[src/rtl/uart_tx_pkg.sv]
`timescale 1ns/1ps
package uart_tx_pkg;

  // Frame phase as seen on the line.
  typedef enum logic [2:0] {
    PH_IDLE   = 3'd0,
    PH_START  = 3'd1,
    PH_DATA   = 3'd2,
    PH_PARITY = 3'd3,
    PH_STOP   = 3'd4
  } phase_e;

  // Length of the stop period.
  typedef enum logic [1:0] {
    STOP_ONE      = 2'd0,
    STOP_ONE_HALF = 2'd1,
    STOP_TWO      = 2'd2
  } stop_e;

  // Stop-period choice: the long setting on the shortest length gives 1.5 bits.
  function automatic stop_e pick_stop(input logic long_stop, input logic [1:0] len_code);
    if (!long_stop)            return STOP_ONE;
    else if (len_code == 2'b00) return STOP_ONE_HALF;
    else                       return STOP_TWO;
  endfunction

endpackage

[src/rtl/uart_tx_cfg_latch.sv]
`timescale 1ns/1ps
module uart_tx_cfg_latch
  import uart_tx_pkg::*;
#(
  parameter int DATA_W  = 8,
  parameter int MIN_LEN = 5,
  localparam int IDX_W  = $clog2(DATA_W)
) (
  input  logic              clk,
  input  logic              rst_n,
  input  logic              load,
  input  logic [7:0]        ctrl,
  input  logic [DATA_W-1:0] data,
  output logic [DATA_W-1:0] data_q,
  output logic [IDX_W-1:0]  last_idx_q,
  output logic              par_on_q,
  output logic              par_bit_q,
  output stop_e             stop_sel_q
);

  logic [IDX_W-1:0]  last_idx_d;
  logic [DATA_W-1:0] sent_mask;
  logic              ones_odd;
  logic              par_bit_d;

  // Index of the final data bit: shortest length plus the two-bit code.
  assign last_idx_d = IDX_W'(MIN_LEN - 1) + IDX_W'(ctrl[1:0]);

  // Mask of bits that go out on the line; only these count for parity.
  for (genvar g = 0; g < DATA_W; g++) begin : g_mask
    assign sent_mask[g] = (IDX_W'(g) <= last_idx_d);
  end

  assign ones_odd = ^(data & sent_mask);

  // Stick mode: fixed level opposite the polarity bit.
  // Normal: polarity 1 -> even total, polarity 0 -> odd total.
  always_comb begin
    if (ctrl[5])     par_bit_d = ~ctrl[4];
    else if (ctrl[4]) par_bit_d = ones_odd;
    else             par_bit_d = ~ones_odd;
  end

  always_ff @(posedge clk or negedge rst_n) begin
    if (!rst_n) begin
      data_q     <= '0;
      last_idx_q <= '0;
      par_on_q   <= 1'b0;
      par_bit_q  <= 1'b0;
      stop_sel_q <= STOP_ONE;
    end else if (load) begin
      data_q     <= data;
      last_idx_q <= last_idx_d;
      par_on_q   <= ctrl[3];
      par_bit_q  <= par_bit_d;
      stop_sel_q <= pick_stop(ctrl[2], ctrl[1:0]);
    end
  end

  // the latched length never falls below the shortest character
  assert_len_floor_R2: assert property (@(posedge clk) disable iff (!rst_n)
    load |=> (last_idx_q >= IDX_W'(MIN_LEN - 1)));

endmodule

[src/rtl/uart_tx_tick_timer.sv]
`timescale 1ns/1ps
module uart_tx_tick_timer #(
  parameter int TICKS_PER_BIT = 16,
  localparam int CW = $clog2(2 * TICKS_PER_BIT + 1)
) (
  input  logic          clk,
  input  logic          rst_n,
  input  logic          restart,
  input  logic          tick,
  input  logic [CW-1:0] limit,
  output logic          period_end
);

  logic [CW-1:0] cnt;

  assign period_end = !restart && tick && (cnt == limit - CW'(1));

  always_ff @(posedge clk or negedge rst_n) begin
    if (!rst_n)          cnt <= '0;
    else if (restart)    cnt <= '0;
    else if (period_end) cnt <= '0;
    else if (tick)       cnt <= cnt + CW'(1);
  end

  // without a tick the count holds
  assert_hold_no_tick_R11: assert property (@(posedge clk) disable iff (!rst_n)
    (!restart && !tick) |=> $stable(cnt));

  // the count stays inside the current period
  assert_count_bound_R11: assert property (@(posedge clk) disable iff (!rst_n)
    cnt < limit);

endmodule

[src/rtl/uart_tx_sequencer.sv]
`timescale 1ns/1ps
module uart_tx_sequencer
  import uart_tx_pkg::*;
#(
  parameter int DATA_W = 8,
  localparam int IDX_W = $clog2(DATA_W)
) (
  input  logic              clk,
  input  logic              rst_n,
  input  logic              start,
  input  logic              step,
  input  logic [DATA_W-1:0] data_q,
  input  logic [IDX_W-1:0]  last_idx,
  input  logic              par_on,
  input  logic              par_bit,
  output phase_e            phase,
  output logic              level
);

  logic [IDX_W-1:0] bit_idx;

  always_ff @(posedge clk or negedge rst_n) begin
    if (!rst_n) begin
      phase   <= PH_IDLE;
      bit_idx <= '0;
    end else if (start) begin
      phase   <= PH_START;
      bit_idx <= '0;
    end else if (step) begin
      unique case (phase)
        PH_START: begin
          phase   <= PH_DATA;
          bit_idx <= '0;
        end
        PH_DATA: begin
          if (bit_idx == last_idx) phase <= par_on ? PH_PARITY : PH_STOP;
          else                     bit_idx <= bit_idx + IDX_W'(1);
        end
        PH_PARITY: phase <= PH_STOP;
        PH_STOP:   phase <= PH_IDLE;
        default:   phase <= PH_IDLE;
      endcase
    end
  end

  always_comb begin
    unique case (phase)
      PH_START:  level = 1'b0;
      PH_DATA:   level = data_q[bit_idx];
      PH_PARITY: level = par_bit;
      default:   level = 1'b1;
    endcase
  end

  // data bits advance one position at a time
  assert_data_order_R2: assert property (@(posedge clk) disable iff (!rst_n)
    (phase == PH_DATA && $past(phase) == PH_DATA && bit_idx != $past(bit_idx))
      |-> bit_idx == $past(bit_idx) + IDX_W'(1));

  // the data phase ends only after the configured last bit
  assert_data_length_R2: assert property (@(posedge clk) disable iff (!rst_n)
    ($past(phase) == PH_DATA && (phase == PH_PARITY || phase == PH_STOP))
      |-> $past(bit_idx) == last_idx);

  // the parity slot appears only when parity is enabled
  assert_parity_gate_R4: assert property (@(posedge clk) disable iff (!rst_n)
    phase == PH_PARITY |-> par_on);

endmodule

[src/rtl/uart_tx_core.sv]
`timescale 1ns/1ps
module uart_tx_core
  import uart_tx_pkg::*;
#(
  parameter int TICKS_PER_BIT = 16,
  parameter int DATA_W        = 8,
  parameter int MIN_LEN       = 5,
  localparam int IDX_W        = $clog2(DATA_W),
  localparam int CW           = $clog2(2 * TICKS_PER_BIT + 1)
) (
  input  logic              clk,
  input  logic              rst_n,
  input  logic              in_valid,
  output logic              in_ready,
  input  logic [DATA_W-1:0] in_data,
  input  logic [7:0]        line_ctrl,
  input  logic              baud_tick,
  output logic              tx_line,
  output logic              busy
);

  localparam logic [CW-1:0] LIM_ONE  = CW'(TICKS_PER_BIT);
  localparam logic [CW-1:0] LIM_HALF = CW'(TICKS_PER_BIT + TICKS_PER_BIT / 2);
  localparam logic [CW-1:0] LIM_TWO  = CW'(2 * TICKS_PER_BIT);

  logic              accept;
  logic [DATA_W-1:0] data_q;
  logic [IDX_W-1:0]  last_idx_q;
  logic              par_on_q;
  logic              par_bit_q;
  stop_e             stop_sel_q;
  phase_e            phase;
  logic              level;
  logic              period_end;
  logic [CW-1:0]     limit;

  assign busy     = (phase != PH_IDLE);
  assign in_ready = !busy;
  assign accept   = in_valid && in_ready;

  uart_tx_cfg_latch #(.DATA_W(DATA_W), .MIN_LEN(MIN_LEN)) u_cfg (
    .clk        (clk),
    .rst_n      (rst_n),
    .load       (accept),
    .ctrl       (line_ctrl),
    .data       (in_data),
    .data_q     (data_q),
    .last_idx_q (last_idx_q),
    .par_on_q   (par_on_q),
    .par_bit_q  (par_bit_q),
    .stop_sel_q (stop_sel_q)
  );

  always_comb begin
    if (phase == PH_STOP) begin
      unique case (stop_sel_q)
        STOP_ONE_HALF: limit = LIM_HALF;
        STOP_TWO:      limit = LIM_TWO;
        default:       limit = LIM_ONE;
      endcase
    end else begin
      limit = LIM_ONE;
    end
  end

  uart_tx_tick_timer #(.TICKS_PER_BIT(TICKS_PER_BIT)) u_timer (
    .clk        (clk),
    .rst_n      (rst_n),
    .restart    (accept || !busy),
    .tick       (baud_tick),
    .limit      (limit),
    .period_end (period_end)
  );

  uart_tx_sequencer #(.DATA_W(DATA_W)) u_seq (
    .clk      (clk),
    .rst_n    (rst_n),
    .start    (accept),
    .step     (period_end),
    .data_q   (data_q),
    .last_idx (last_idx_q),
    .par_on   (par_on_q),
    .par_bit  (par_bit_q),
    .phase    (phase),
    .level    (level)
  );

  // Break forces the line low without touching frame timing.
  assign tx_line = level & ~line_ctrl[6];

  // an accepted character makes the block busy on the next cycle
  assert_accept_busy_R10: assert property (@(posedge clk) disable iff (!rst_n)
    accept |=> busy);

  // idle line is high unless break is set
  assert_idle_high_R1: assert property (@(posedge clk) disable iff (!rst_n)
    (!busy && !line_ctrl[6]) |-> tx_line);

  // latched framing stays frozen while a frame runs
  assert_cfg_frozen_R9: assert property (@(posedge clk) disable iff (!rst_n)
    busy |=> (!busy || ($stable(last_idx_q) && $stable(par_on_q)
                        && $stable(par_bit_q) && $stable(stop_sel_q) && $stable(data_q))));

  // the stop period is high on the line when break is clear
  assert_stop_high_R3: assert property (@(posedge clk) disable iff (!rst_n)
    (phase == PH_STOP && !line_ctrl[6]) |-> tx_line);

  // a frame cannot end on a cycle without a tick
  assert_busy_hold_R11: assert property (@(posedge clk) disable iff (!rst_n)
    (busy && !baud_tick) |=> busy);

endmodule

[config.mk]
export PLATFORM = sky130hd
export DESIGN_NAME = uart_tx_core
export DESIGN_NICKNAME = d
export VERILOG_FILES = /design/src/rtl/uart_tx_pkg.sv /design/src/rtl/uart_tx_cfg_latch.sv /design/src/rtl/uart_tx_tick_timer.sv /design/src/rtl/uart_tx_sequencer.sv /design/src/rtl/uart_tx_core.sv
export SDC_FILE = /design/constraint.sdc
export NUM_CORES = 1
export LEC_CHECK = 0
export BUFFER_PORTS_ARGS = -buffer_cell sky130_fd_sc_hd__buf_4
export CORE_MARGIN = 3
export CORE_UTILIZATION = 55
export CTS_BUF_LIST = sky130_fd_sc_hd__clkbuf_4
export CTS_CLUSTER_DIAMETER = 200
export DETAILED_ROUTE_END_ITERATION = 10
export GPL_TIMING_DRIVEN = 0
export PLACE_DENSITY = 0.77
export SETUP_SLACK_MARGIN = 0.05
export SLEW_MARGIN = 20
export SYNTH_ARGS = -nofsm -noshare
export SYNTH_HDL_FRONTEND = slang
export SYNTH_SLANG_ARGS = --single-unit
export TNS_END_PERCENT = 100
[constraint.sdc]
create_clock -name clk -period 5.74 [get_ports clk]
set_clock_uncertainty 0.05 [all_clocks]
set_input_delay 0.861 -clock clk [delete_from_list [all_inputs] [get_ports clk]]
set_output_delay 0.861 -clock clk [all_outputs]
set_load 0.01 [all_outputs]
==> impl_metrics.py, run 1 <==
metrics = {
    "clocking": {
        "cts_buffers": 3,
        "cts.repair.resized": 0,
        "root_buffer": "clkbuf_4",
        "clkTransAtPathRegs_ns": 0.14,
        "post_cts_buffers": 0,
        "htreeDepth": 1,
        "cts_hold_buf": 0,
        "clk_path_buf_depth": 2,
        "clock_latency_ns": 0.31,
        "cts_sinks": 27,
        "cts_tree": "built",
    },
    "sta": {
        "finalSetupViolations": 0,
        "hold_viol_final": 0,
        "max-slew-margin-rel_pct": 49.5,
        "drv_slew": 0,
        "fin_setup_tns_ns": 0,
        "rsz0062_at_grt": "false",
        "tightestPinTransition_ns": 0.752,
        "period_share_pct": 48.8,
        "finalCriticalPeriod_ns": 2.80,
        "fmax_mhz": 357,
    },
    "critical_path": {
        "slowest_stage": "mux4_2",
        "critical_path_class": "flip-flop to primary output",
        "arrival_ns": 1.89,
        "cp_max_fo": 5,
        "max_stage_delay_ns": 0.54,
        "worst-path-buf-inv": 1,
        "crit_chain": "mux4_2, nand2_1, nand4b_1, a21oi_1, nor2_1, buf_4",
        "cp-end-kind": "primary output",
        "startpoint_type": "flip-flop",
        "required_ns": 4.83,
        "crit_family": "multiplexers",
    },
    "power_and_ir_drop": {
        "switching_share_pct": 30.5,
        "intPower_mw": 0.297,
        "leakage_nw": 0.849,
        "switching_power_mw": 0.131,
        "seqPwrFrac_pct": 56.3,
        "power_density_mw_per_mm2": 244,
        "power_frac_comb_pct": 23.7,
        "total_power_mw": 0.428,
        "pwr-share-clk_pct": 20.0,
        "vdd.ir_drop.worst_v": 0.000189,
    },
    "synth": {
        "synth_area_sq_mm": 0.00153,
        "netlist_instances": 171,
        "synth_area_leader_cell": "dfrtp_1",
        "ys_seq_area_share_pct": 44.2,
        "ys_top_cells_by_area": "dfrtp_1, nand2_1, xnor2_1",
        "ys_warn_count": 0,
        "synth_cell_types": 40,
        "syn_nets": 194,
        "syn-mean-instance-area_sq_um": 8.95,
        "synth_top_area_share_pct": 44.2,
        "ys_seq_elements": 27,
    },
    "place": {
        "port-buffer-count": 21,
        "dpl.hpwl_um": 2380,
        "dp.cells": 222,
        "gp_congestion": 0.790,
    },
    "routing": {
        "drt_wl_total_um": 3130,
        "drtAntennaViolNets": 0,
        "num_vias": 1279,
        "via_per_inst": 5.66,
        "drc": 0,
        "drtIter0Drc": 54,
        "wl_per_cell_um": 13.8,
        "first_pass_iters": 4,
    },
    "final_layout": {
        "drive_gt1_share_pct": 17.3,
        "area_growth_pct": 14.7,
        "antennaDiodeCount": 0,
        "fin_nets": 220,
        "stdcell_count": 226,
        "fillerInstances": 217,
    },
    "grt": {
        "gr-total-overflow": 0,
        "grt_usage_pct": 19.2,
        "grt_max_degree": 28,
        "grt_pass1_wl_um": 5190,
        "antenna_found_initial": 0,
        "grt_pass1_vias": 1225,
    },
    "outcome": {
        "outcome": "finished, final reports clean",
    },
    "floorplan": {
        "start_util_pct": 59.6,
        "die_h_um": 58.7,
        "pin_count": 23,
        "die_area_sq_mm": 0.00345,
        "core_sq_mm": 0.00257,
        "die_w_um": 58.7,
        "rows": 18,
    },
    "run": {
        "max_cap_violations": 0,
    },
    "worst_hold_path": {
        "hold_path.class": "primary input to async pin",
    },
}
sequential cells by signal (all words and copies together) (netlist names):
name / flops
u_timer.cnt: 6
u_cfg.par_bit_q: 1
u_cfg.par_on_q: 1
u_cfg.last_idx_q: 3
u_seq.bit_idx: 3
u_cfg.data_q: 8
u_seq.phase: 3
u_cfg.stop_sel_q: 2
placed cells by master, fill, tap and decap left out, types with 4 or more instances in the layout:
master / synthesis / layout
buf_4: 1 / 22
dfrtp_1: 27 / 27
inv_1: 6 / 6
xnor2_1: 9 / 9
a21oi_1: 6 / 6
nor3_1: 5 / 5
nand2_1: 49 / 49
clkbuf_4: 0 / 4
nand3_1: 5 / 5
o21ai_0: 12 / 12
nor2_1: 9 / 9
stage by stage:
step                hold slack (ns)  setup slack (ns)  util [%]  instance area [sq um]
floorplan                     0.390              3.14         -                   1530
global placement              0.403              3.01      67.2                   1730
detailed placement            0.412              2.99      67.2                   1730
CTS                           0.388              2.92      68.4                   1760
global route                  0.384              2.81      68.4                   1760
finish                        0.383              2.94      68.4                   1760
worst reg2reg max path, cell delays in order, from the launching register on:
cell and delay, ns:
dfrtp_1 0.41, buf_6 0.14, or3b_4 0.41, nor3b_1 0.21, ha_1 0.26, xnor2_1 0.14
nand4_1 0.15, a211o_1 0.32, a221o_1 0.36, a22o_1 0.22
cells by family (layout without fill, tap and decap cells):
logic type | count (synthesis) | count (layout) | share of synthesized area, %
fa+ha+maj | 3 | 3 | 2.45
compound gates | 29 | 29 | 11.8
flops | 27 | 27 | 44.2
mux | 6 | 6 | 5.64
simple gates | 82 | 82 | 24.4
xor+xnor | 12 | 12 | 7.77
buf+inv | 12 | 37 | 3.76
routing by layer:
| layer | GRT usage [%] | vias up | wire length [um] |
|---|---|---|---|
| li1 | - | 630 | - |
| met1 | 27.5 | 609 | 1570 |
| met2 | 30.4 | 38 | 1380 |
| met3 | 2.63 | 2 | 156 |
| met4 | 5.50 | 0 | 15 |
| met5 | 0 | - | 0 |
worst paths after layout:
kind	slack, ns	endpoint	depth (start not counted)	from
max reg2reg	2.99	u_seq.bit_idx[2]$_DFFE_PN0P_	9	u_seq.phase[1]$_DFFE_PN0P_
max	2.94	tx_line	6	u_seq.bit_idx[1]$_DFFE_PN0P_
min reg2reg	0.45	u_cfg.data_q[3]$_DFFE_PN0P_	2	u_cfg.data_q[3]$_DFFE_PN0P_
max in group asynchronous	5.00	u_cfg.data_q[1]$_DFFE_PN0P_	1	rst_n
min	0.38	u_seq.phase[1]$_DFFE_PN0P_	1	rst_n
min in group clk	0.45	u_cfg.data_q[3]$_DFFE_PN0P_	2	u_cfg.data_q[3]$_DFFE_PN0P_
cells in the mapped netlist:
cell,n
buf_1,1
or2_2,1
dfrtp_1,27
a221o_1,1
mux2i_1,3
a21oi_1,6
nand3_1,5
a22o_1,1
nor3b_1,3
and3_1,1
inv_1,6
o311ai_0,1
a211o_1,1
nand2_1,49
o21ai_0,12
mux2_2,1
nand4b_1,1
o22a_1,1
xor2_1,2
xnor3_1,1
o21a_1,1
or3b_4,1
and2_1,1
nand2b_1,3
buf_6,1
clkbuf_1,2
nor2_1,9
nor3_1,5
or3_4,1
and3b_1,1
xnor2_1,9
buf_4,1
a21boi_0,1
o21bai_1,1
a211oi_1,1
mux4_2,2
buf_2,1
ha_1,3
o31ai_1,2
nand4_1,1
power by group through the flow:
stage / combinational, mW / clock (mW) / sequential [mW]
global route: 0.113 / 0.0936 / 0.246
detailed placement: 0.102 / 0 / 0.244
CTS: 0.102 / 0.0863 / 0.240
finish: 0.101 / 0.0854 / 0.241
floorplan: 0.0724 / 0 / 0.236
global placement: 0.0946 / 0 / 0.243
final cells by class:
type	instances	area [sq um]	area share, %
Clock buffer	4	30.0	1.71
Inverter	6	22.5	1.28
Sequential cell	27	676	38.5
Timing Repair Buffer	21	158	8.98
Buffer	6	35.0	2.00
Tap cell	30	37.5	2.14
Multi-Input combinational cell	132	797	45.4
No activity file was read; power rests on OpenSTA's default activity.
==> inputs of run 2 (changes only) <==
==> constraint.sdc (replaced) <==
create_clock -name clk -period 2.85 [get_ports clk]
set_clock_uncertainty 0.05 [all_clocks]
set_input_delay 0.4275 -clock clk [delete_from_list [all_inputs] [get_ports clk]]
set_output_delay 0.4275 -clock clk [all_outputs]
set_load 0.01 [all_outputs]
==> run 2 against run 1 <==
  * Sequential power increased by 100%
  * Final area grew 2.3%
  * Sequential cell count stayed put
  * First-iteration DRC count up 19%
  * Worst setup slack lost 2.8 ns
  * Largest power group unchanged
==> impl_metrics.py, run 2 (synthesis results as in run 1) <==
metrics = {
    "outcome": {
        "outcome": "finished, final reports clean",
    },
    "floorplan": {
        "die_w_um": 58.7,
        "die_area_sq_mm": 0.00345,
        "core_sq_mm": 0.00257,
        "rows": 18,
        "die_h_um": 58.7,
        "pin_count": 23,
        "start_util_pct": 59.6,
    },
    "power_and_ir_drop": {
        "power_density_mw_per_mm2": 482,
        "vdd.ir_drop.worst_v": 0.000383,
        "leakage_nw": 0.864,
    },
    "routing": {
        "num_vias": 1276,
        "drtAntennaViolNets": 0,
        "drc": 0,
        "drtIter0Drc": 64,
        "wl_per_cell_um": 13.8,
        "via_per_inst": 5.57,
        "first_pass_iters": 4,
        "drt_wl_total_um": 3160,
    },
    "sta": {
        "hold_viol_final": 0,
        "fmax_mhz": 366,
        "finalSetupViolations": 0,
        "rsz0062_at_grt": "true",
        "period_share_pct": 96.0,
        "setup_ws_ns": 0.115,
        "max-slew-margin-rel_pct": 48.9,
        "drv_slew": 0,
        "finalCriticalPeriod_ns": 2.73,
        "tightestPinTransition_ns": 0.761,
    },
    "grt": {
        "gr-total-overflow": 0,
        "grt_pass1_vias": 1237,
        "grt_usage_pct": 19.3,
        "grt_pass1_wl_um": 5220,
        "antenna_found_initial": 0,
        "grt_max_degree": 28,
    },
    "critical_path": {
        "arrival_ns": 2.91,
        "r2r_setup_slack_ns": 0.12,
        "reg2reg_depth": 9,
        "cp-end-kind": "flip-flop",
        "critical_path_class": "flip-flop to flip-flop",
        "required_ns": 3.02,
        "cp_max_fo": 5,
        "startpoint_type": "flip-flop",
    },
    "clocking": {
        "htreeDepth": 1,
        "cts_sinks": 27,
        "clk_path_buf_depth": 2,
        "cts_buffers": 3,
        "clock_latency_ns": 0.31,
        "clkTransAtPathRegs_ns": 0.14,
        "cts_tree": "built",
        "root_buffer": "clkbuf_4",
    },
    "place": {
        "gp_congestion": 0.790,
        "dp_slack_ns": 0.0990,
        "dpl_cell_area_sq_mm": 0.00173,
        "port-buffer-count": 21,
        "dpl.hpwl_um": 2380,
    },
    "final_layout": {
        "top_register": "u_cfg.data_q",
        "drive_gt1_share_pct": 19.1,
        "area_growth_pct": 17.3,
        "top_regs": "u_cfg.data_q (8), u_timer.cnt (6)",
        "multi_input_area_sq_um": 806,
        "regArea_sq_um": 676,
        "layout_commonest_cell": "nand2_1",
        "antennaDiodeCount": 0,
        "most-common-layout-cells": "nand2_1, dfrtp_1, buf_4",
        "fin_nets": 223,
        "final_area_sq_mm": 0.00180,
        "largest_reg_flops": 8,
        "fillerInstances": 215,
    },
    "worst_hold_path": {
        "hold_path_depth": 3,
        "hold_path.class": "primary input to flip-flop",
    },
    "run": {
        "max_cap_violations": 0,
    },
}
## run 2: changes by cell type in the layout (fill, tap and decap cells not counted)
cell,before,now
buf_4,22,24
a21oi_1,6,5
a21oi_2,0,1
buf_2,1,0
buf_6,1,2
dlygate4sd3_1,0,1
nor3b_1,3,2
nor3b_2,0,1
## run 2: repair_timing
action,in CTS,in global routing
setup endpoints to repair,0,4
hold endpoints to repair,27,0
buffers inserted,0,2
resized for setup,0,5
hold buffers,1,0
## run 2: worst max-delay path, cell delays in order (launching register included)
cell and delay (ns):
dfrtp_1 0.41, buf_6 0.13, or3b_4 0.42, nor3b_2 0.17, ha_1 0.25, xnor2_1 0.17
nand4_1 0.15, a211o_1 0.37, a221o_1 0.33, a22o_1 0.20
## run 2: final timing paths
path | start | endpoint
min in group asynchronous | rst_n | u_seq.phase[1]$_DFFE_PN0P_
min reg2reg | u_cfg.data_q[3]$_DFFE_PN0P_ | u_cfg.data_q[3]$_DFFE_PN0P_
max in group asynchronous | rst_n | u_cfg.data_q[2]$_DFFE_PN0P_
min | in_data[7] | u_cfg.data_q[7]$_DFFE_PN0P_
max reg2reg | u_seq.phase[0]$_DFFE_PN0P_ | u_seq.bit_idx[2]$_DFFE_PN0P_
max | u_seq.phase[0]$_DFFE_PN0P_ | u_seq.bit_idx[2]$_DFFE_PN0P_
## run 2: layer usage
| metal | vias up | share of wire (%) | GRT usage [%] |
|---|---|---|---|
| met5 | - | 0 | 0 |
| met1 | 604 | 51 | 27.5 |
| met4 | 0 | 0.48 | 5.50 |
| met3 | 2 | 4.5 | 2.63 |
| li1 | 633 | - | - |
| met2 | 37 | 44 | 30.8 |
## run 2: layout make-up
| cell class | instances | share of cell area (%) |
|---|---|---|
| multi-input combinational | 132 | 44.9 |
| sequential | 27 | 37.6 |
| timing repair buffer | 24 | 10.2 |
| buffer | 6 | 2.30 |
| tap | 30 | 2.09 |
| clock buffer | 4 | 1.67 |
| inverter | 6 | 1.25 |
## run 2: report_power, final
group	switching [mW]	internal, mW
Sequential	0.0596	0.426
Clock	0.108	0.0642
Combinational	0.0970	0.110
## run 2: metrics by stage
step | power (mW) | setup TNS (ns) | util (%) | std cells | hold slack (ns)
2_1_floorplan | 0.621 | 0 | - | 171 | 0.0819
3_3_place_gp | 0.679 | 0 | 67.2 | 222 | 0.307
3_5_place_dp | 0.697 | 0 | 67.2 | 222 | 0.314
4_1_cts | 0.864 | 0 | 68.8 | 227 | 0.247
5_1_grt | 0.912 | -0.0170 | 69.9 | 229 | 0.240
6_report | 0.865 | 0 | 69.9 | 229 | 0.256
